`config.mk`:
```
export PLATFORM = sky130hd
export DESIGN_NAME = monitor_table
export DESIGN_NICKNAME = d
export VERILOG_FILES = /design/src/rtl/mt_pkg.sv /design/src/rtl/mt_match.sv /design/src/rtl/mt_first_free.sv /design/src/rtl/monitor_table.sv
export SDC_FILE = /design/constraint.sdc
export NUM_CORES = 1
export LEC_CHECK = 0
export ABC_AREA = 1
export BUFFER_PORTS_ARGS = -buffer_cell sky130_fd_sc_hd__buf_2
export CAP_MARGIN = 20
export CORE_AREA = 5 5 174 176
export DETAILED_ROUTE_END_ITERATION = 16
export DIE_AREA = 0 0 179 181
export PLACE_DENSITY = 0.63
export SETUP_SLACK_MARGIN = 0.05
export SYNTH_ARGS = -nofsm -noshare
export SYNTH_HDL_FRONTEND = slang
export SYNTH_SLANG_ARGS = --single-unit
```
`constraint.sdc`:
```
create_clock -name clk -period 5.4 [get_ports clk]
set_input_delay 1.08 -clock clk [delete_from_list [all_inputs] [get_ports clk]]
set_output_delay 1.08 -clock clk [all_outputs]
set_load 0.1 [all_outputs]
```
`src/rtl/mt_pkg.sv`:
```
package mt_pkg;
    typedef enum logic {
        MT_FULL_BCAST  = 1'b0,
        MT_FULL_REJECT = 1'b1
    } mt_full_e;
endpackage

```
`src/rtl/mt_match.sv`:
```
module mt_match #(
    parameter int N = 8,
    parameter int W = 26
) (
    input  logic [N-1:0]        vld,
    input  logic [N-1:0][W-1:0] tag,
    input  logic [W-1:0]        key,
    output logic [N-1:0]        hit
);
    for (genvar i = 0; i < N; i++) begin : g_cmp
        assign hit[i] = vld[i] && (tag[i] == key);
    end
endmodule

```
`src/rtl/mt_first_free.sv`:
```
module mt_first_free #(
    parameter int N = 8
) (
    input  logic [N-1:0] vld,
    output logic [N-1:0] sel,
    output logic         any_free
);
    // lowest clear bit of vld as a one-hot vector
    assign sel      = ~vld & (vld + N'(1));
    assign any_free = ~&vld;
endmodule

```
`src/rtl/monitor_table.sv`:
```
module monitor_table
    import mt_pkg::*;
#(
    parameter  int N_ENT   = 8,
    parameter  int N_THR   = 4,
    parameter  int LINE_W  = 26,
    parameter  int SIB_LOG = 1,
    localparam int TID_W   = (N_THR > 1) ? $clog2(N_THR) : 1,
    localparam int CNT_W   = $clog2(N_ENT + 1)
) (
    input  logic              clk,
    input  logic              rst_n,
    input  logic              req_valid,
    input  logic [TID_W-1:0]  req_tid,
    input  logic [LINE_W-1:0] req_line,
    input  logic              req_priv,
    input  logic              snp_valid,
    input  logic [LINE_W-1:0] snp_line,
    input  logic              cfg_wr,
    input  logic              cfg_ign_user,
    input  logic              cfg_flush,
    input  logic              cfg_reject,
    input  logic [CNT_W-1:0]  cfg_lowmark,
    output logic              rsp_valid,
    output logic              rsp_ok,
    output logic [N_THR-1:0]  wake,
    output logic              ovf_mode
);
    typedef struct packed {
        logic [N_ENT-1:0]             vld;
        logic [N_ENT-1:0][TID_W-1:0]  tid;
        logic [N_ENT-1:0][LINE_W-1:0] line;
        logic                         ovf;
        logic                         ign_user;
        logic                         flush_en;
        logic [N_THR-1:0]             wake;
        logic                         rsp_v;
        logic                         rsp_ok;
    } state_t;

    state_t st_q, st_d;

    logic [N_ENT-1:0]            snp_hit, snp_hit_m, grp_hit, fl_hit, vld_b, free_sel;
    logic [N_ENT-1:0][TID_W-1:0] grp_tag;
    logic [TID_W-1:0]            req_grp;
    logic                        any_free, go, new_ovf, ign_user_q;
    logic [CNT_W-1:0]            occ;
    mt_full_e                    policy;

    for (genvar g = 0; g < N_ENT; g++) begin : g_grp
        assign grp_tag[g] = st_q.tid[g] >> SIB_LOG;
    end
    assign req_grp = req_tid >> SIB_LOG;

    mt_match #(.N(N_ENT), .W(LINE_W)) u_snp (
        .vld(st_q.vld), .tag(st_q.line), .key(snp_line), .hit(snp_hit)
    );
    mt_match #(.N(N_ENT), .W(TID_W)) u_grp (
        .vld(st_q.vld), .tag(grp_tag), .key(req_grp), .hit(grp_hit)
    );

    // ordering within a cycle: snoop, then flush, then allocation
    assign policy    = mt_full_e'(cfg_reject);
    assign go        = req_valid && (req_priv || !st_q.ign_user);
    assign snp_hit_m = snp_valid ? snp_hit : '0;
    assign fl_hit    = (go && st_q.flush_en) ? (grp_hit & ~snp_hit_m) : '0;
    assign vld_b     = st_q.vld & ~snp_hit_m & ~fl_hit;

    mt_first_free #(.N(N_ENT)) u_free (
        .vld(vld_b), .sel(free_sel), .any_free(any_free)
    );

    always_comb begin
        st_d        = st_q;
        st_d.vld    = vld_b;
        st_d.wake   = '0;
        st_d.rsp_v  = req_valid;
        st_d.rsp_ok = 1'b0;
        new_ovf     = 1'b0;
        for (int i = 0; i < N_ENT; i++) begin
            if (snp_hit_m[i]) st_d.wake[st_q.tid[i]] = 1'b1;
            if (fl_hit[i] && (st_q.tid[i] != req_tid)) st_d.wake[st_q.tid[i]] = 1'b1;
        end
        if (snp_valid && st_q.ovf) st_d.wake = '1;
        if (go) begin
            if (any_free) begin
                st_d.rsp_ok = 1'b1;
                for (int i = 0; i < N_ENT; i++) begin
                    if (free_sel[i]) begin
                        st_d.vld[i]  = 1'b1;
                        st_d.tid[i]  = req_tid;
                        st_d.line[i] = req_line;
                    end
                end
            end else if (policy == MT_FULL_BCAST) begin
                st_d.rsp_ok = 1'b1;
                new_ovf     = 1'b1;
            end
        end
        occ = '0;
        for (int i = 0; i < N_ENT; i++) occ = occ + CNT_W'(st_d.vld[i]);
        st_d.ovf = new_ovf || (st_q.ovf && (occ > cfg_lowmark));
        if (cfg_wr) begin
            st_d.ign_user = cfg_ign_user;
            st_d.flush_en = cfg_flush;
        end
    end

    always_ff @(posedge clk or negedge rst_n) begin
        if (!rst_n) begin
            st_q          <= '0;
            st_q.ign_user <= 1'b1;
        end else begin
            st_q <= st_d;
        end
    end

    assign rsp_valid  = st_q.rsp_v;
    assign rsp_ok     = st_q.rsp_ok;
    assign wake       = st_q.wake;
    assign ovf_mode   = st_q.ovf;
    assign ign_user_q = st_q.ign_user;
endmodule

```
# Yosys cells after proc, flatten, opt, wreduce, memory -nomap -nowiden
# Index checks and enable logic that the tools add are counted.
# op_classes
addsub,8
n_reduce_logical,48
n_lt_le_gt_ge,17
n_bitwise,23
n_mux,66
n_eq_ne,24
# ops
operator,n
two-way mux 232 bit,2
equality test 26 bit,8
two-way mux 26 bit,8
two-way mux 4 bit,17
bitwise OR 4 bit,15
logical AND 1 bit,36
bitwise AND 8 bit,4
less-than comparator 2 x 3 -> 1 bit (second input constant),8
inverter 8 bit,3
AND reduction 3 bit,8
two-way mux 1 bit,21
adder 4 x 1 -> 4 bit,4
demux 1 bit (select 2 bit),8
>= comparator 2 x 1 -> 1 bit (second input constant),8
two-way mux 2 bit,8
two-way mux 8 bit,2
!= test 2 bit,8
adder 8 x 1 -> 8 bit (second input constant),1
equality test 1 bit,8
AND reduction 8 bit,1
adder 3 x 1 -> 4 bit,1
> comparator 4 bit,1
adder 2 x 1 -> 3 bit,1
adder 1 x 1 -> 2 bit,1
other kinds (3),4
# totals
wordCells,209
reg_bits,241
in_bits,67
out_inout_bits,7

# Longest topological paths before layout
# logic_depth
depth_word,37
depth_mapped,28
ltp_nobuf,26

# Cells and area by module
# Synthesis repeated with hierarchy kept, for this count alone.
# hier_totals
hier_cells,2120
hier_area_um2,14221.1
# modules_own_cells
module,area_each_um2,seq_area_each_um2,cells_per_inst,instances
monitor_table,9877.0,6032.0,1055,1
mt_match (u_snp),3938.8,0.0,970,1
mt_match (u_grp),310.3,0.0,76,1
mt_first_free,95.1,0.0,19,1

# Least setup slack after synthesis
# Ideal clock, no wire load.
# synth_timing
path_kind,input -> register
from,input port snp_line[20]
to,register st_q (netlist bit ovf_mode)
required_ps,5274
setup_time_ps,126
path_stages,26
slack_ps,287
arrival_time_ps,4987
n_path_buf,1
path_cell_list,buf_2 -> inv_2 -> nand2_1 -> o21ai_0 -> nor2_1 -> nand2_1 -> nor2_1 -> nand2_1 -> nor2_1 -> nor2_1 -> nand2_4 -> o31ai_1 -> fa_1 -> inv_1 -> fa_1 -> inv_1 -> fa_1 -> ha_1 -> fa_1 -> ha_1 -> inv_1 -> nor2_1 -> o211ai_1 -> nand2_1 -> nand3_1 -> o21ai_1
# synth_rtl
element,line_no,source
"start, declared",monitor_table.sv:18,"input logic [LINE_W-1:0] snp_line,"
"end signal, assigned",monitor_table.sv:114,st_q <= st_d;
"end, declared",monitor_table.sv:41,"state_t st_q, st_d;"

==> flow_summary_export.csv <==
group,metric,value,unit
sta,finalSetupViolCount,0,
drt,avgRoutedWirePerCell,19.9,microns
global_route,overflow,0,
global_route,antenna_found_initial,2,
sta,fin_crit_sh,93.1,%
cts,path_clk_slew,0.06,ns
synth,synth.area.top_cells,"dfrtp_1, nand2_1, inv_1",
cts,insertion_delay,0.56,ns
placed_design,io_buffers,73,
setup_path,crit_slowest_cell,"fa_1",
synth,synth_seq_cells,241,
synth,syn_area,14100,sq um
synth,async_flop_share,100,%
power,ir_drop,292,uV
synth,synth_cell_type_count,43,
setup_path,worstSetupEndpointType,"flop",
synth,synthCells,1905,
sta,max_clock_freq,0.199,GHz
setup_path,worstPathCellList,"buf_2, xnor2_1, nand2_1, nor2_1, nand3_2, o21bai_2, o21ai_0, fa_1, inv_1, fa_1, inv_1, fa_1, ha_1, fa_1, ha_1, inv_1, nor2_1, o211ai_1, nand2_1, nand3_1, o21ai_1",
hold_path,hp-start,"st_q[203]",
cts,cts_max_level,1,
finish,syn_to_final_growth,15.1,%
synth,synth_flop_cell,"dfrtp_1",
cts,cts.sinks,241,
power,power.density,539,nW/um^2
drt,drt_wl_total,48200,microns
drt,drt_pass1_iterations,6,
hold_path,holdPathStages,2,
synth,ys_seq_area_share,42.9,%
die,core_area,28500,sq um
cts,cts_buffers,28,
drt,remaining_drc_errors,0,
setup_path,r2r_cells,20,
placed_design,dp.cells,2375,
setup_path,crit_arrival,5.48,ns
sta,maxSlewViolCount,0,
power,power.leakage,8.49,nW
sta,worst_slew_pin_slew,0.919,ns
setup_path,reg2reg_slack,0.65,ns
sta,finClkSkew,0.0169,ns
hold_path,min_to,"st_q[203]",
drt,vias,13057,
die,start_util,49.4,%
setup_path,reg2reg_from,"st_q[19]",
finish,nets,2100,
outcome,outcome,"complete, no violations",
die,io_pins,74,
synth,avgSynthCellArea,7.38,sq um
sta,hold_violations,0,
die,row_count,62,
placed_design,gp_congestion,0.966,
finish,drive_above_1_share,16.8,%
sta,slew_headroom,38.7,%
die,die_x,179,microns
cts,postCtsSetupBuffers,0,
setup_path,startpoint_type,"input port",
cts,cts_tree,"done",
die,die-area,32400,sq um
synth,syn-num-nets,1983,
setup_path,path_class,"in2reg",
finish,fin_cells,2428,
drt,postRouteAntennaNets,0,
drt,drt_iter0_drc,1451,
sta,finalSetupTns,0,ns
synth,synth_edf_count,0,
setup_path,worstReg2RegEnd,"ovf_mode",
global_route,grt_pass1_vias,12295,
setup_path,cp_common_cell,"fa_1",
die,die_h,181,microns
global_route,grt_max_degree,109,
cts,clockRootBuffer,"clkbuf_16",
synth,yosys.area.top_type,"dfrtp_1",
sta,rsz0062_at_grt,"false",
global_route,track_usage,29.6,%
sta,fin_crit,5.03,ns
setup_path,worst_path_largest_cell_delay,0.59,ns
setup_path,crit_path_max_fanout,4,
cts,clockBufferDepth,3,
job,cap_violations,0,
synth,synth_top_area_share,42.7,%
global_route,grt_pass1_wl,73300,microns
drt,vias_per_cell,5.38,
setup_path,crit_required,5.85,ns
placed_design,place_hpwl,35800,microns
synth,ys_warn_count,0,
hold_path,hp-class,"reg2reg",
timing repair:
item,CTS,global route
gates resized for setup,0,1
hold buffers,0,0
setup endpoints to repair,0,1
layout by cell type (no fill, tap or decap), drive strengths merged, types with 9 or more instances in the layout:
cell type  instances
inv              201
xor2              25
clkbuf            42
nand3             42
nor2             145
xnor2             43
nand4             91
nand2            771
dfrtp            240
a21oi              9
o21ai            201
buf              181
flip-flops by register name, summed over array words and instances, names as in the netlist:
name        flops
st_q          225
grp_tag         8
wake            4
ign_user_q      1
ovf_mode        1
rsp_ok          1
rsp_valid       1
metal layers:
| metal | GRT usage, % | up-vias | part of all wire [%] |
|---|---|---|---|
| li1 | - | 6225 | - |
| met1 | 44.1 | 6207 | 44 |
| met2 | 43.2 | 521 | 43 |
| met3 | 4.47 | 102 | 7.7 |
| met4 | 11.9 | 2 | 4.8 |
| met5 | 0 | - | 0.023 |
where the power goes:
| part | switching (mW) | leakage [nW] | internal (mW) |
|---|---|---|---|
| Sequential | 0.649 | 3.07 | 2.55 |
| Clock | 0.802 | 0.507 | 1.29 |
| Combinational | 2.15 | 4.91 | 1.28 |
area by class of cell:
type | instances | area (sq um)
fill | 2725 | 12300
multi-input combinational | 1369 | 6660
sequential | 241 | 6030
timing repair buffer | 181 | 1220
clock buffer | 42 | 863
inverter | 201 | 757
tap | 384 | 480
clock inverter | 9 | 164
antenna | 1 | 2.50
worst max-delay path, delay by kind of cell:
kind                     cells  cell delay (ns)
AND/OR/NAND/NOR              6             0.53
AO/OA/AOI/OAI                4             0.56
buffers and inverters        4             0.33
XOR/XNOR                     1             0.52
adder cells (fa/ha/maj)      6             2.47
how the worst max path moves through the flow:
stage,startpoint,end,slack (ns),depth (start not counted)
finish,snp_line[10],ovf_mode,0.37,21
global route,snp_line[8],ovf_mode,0.13,25
CTS,snp_line[25],ovf_mode,0.42,25
floorplan,snp_line[20],ovf_mode,0.29,26
detailed placement,snp_line[25],ovf_mode,-0.17,25
global placement,snp_line[10],ovf_mode,-0.14,21
cells by family after synthesis:
family	after synthesis	synth area share, %
buf+inv	295	9.85
flops	241	42.9
xor+xnor	68	4.23
compound gates	229	10.2
simple gates	1061	31.6
fa+ha+maj	11	1.19
per-stage QoR:
| step | hold slack [ns] | power, mW | utilization, % | instance area (sq um) | setup slack [ns] |
|---|---|---|---|---|---|
| 2_1_floorplan | 0.449 | 5.58 | - | 14100 | 0.287 |
| 3_3_place_gp | 0.466 | 6.54 | 53.1 | 15100 | -0.136 |
| 3_5_place_dp | 0.467 | 6.60 | 53.1 | 15100 | -0.168 |
| 4_1_cts | 0.484 | 8.71 | 56.8 | 16200 | 0.417 |
| 5_1_grt | 0.516 | 9.38 | 56.9 | 16200 | 0.129 |
| 6_report | 0.485 | 8.73 | 56.9 | 16200 | 0.370 |
synthesized netlist by cell type, types with 2 or more instances:
cell type and number:
dfrtp_1 240, nor2_4 5, nand2_4 3, xor2_1 25, buf_2 35, inv_1 177
o21ai_2 54, nand4_4 3, nor2_2 6, buf_1 3, nor2_1 133, clkbuf_2 2
xnor2_1 43, nand2_2 4, or2_0 2, o21ai_1 36, o21ai_0 111, nand3_1 39
o21bai_4 4, a21oi_1 9, nor3_1 7, a211oi_1 2, nand3_2 3, o21bai_2 2
o31ai_1 2, fa_1 4, ha_1 7, clkbuf_1 15, nand2_1 764, o22ai_1 7
nand4_1 88, buf_6 22, inv_2 23, buf_4 16
Note: power is estimated with default switching activity, not from simulation.
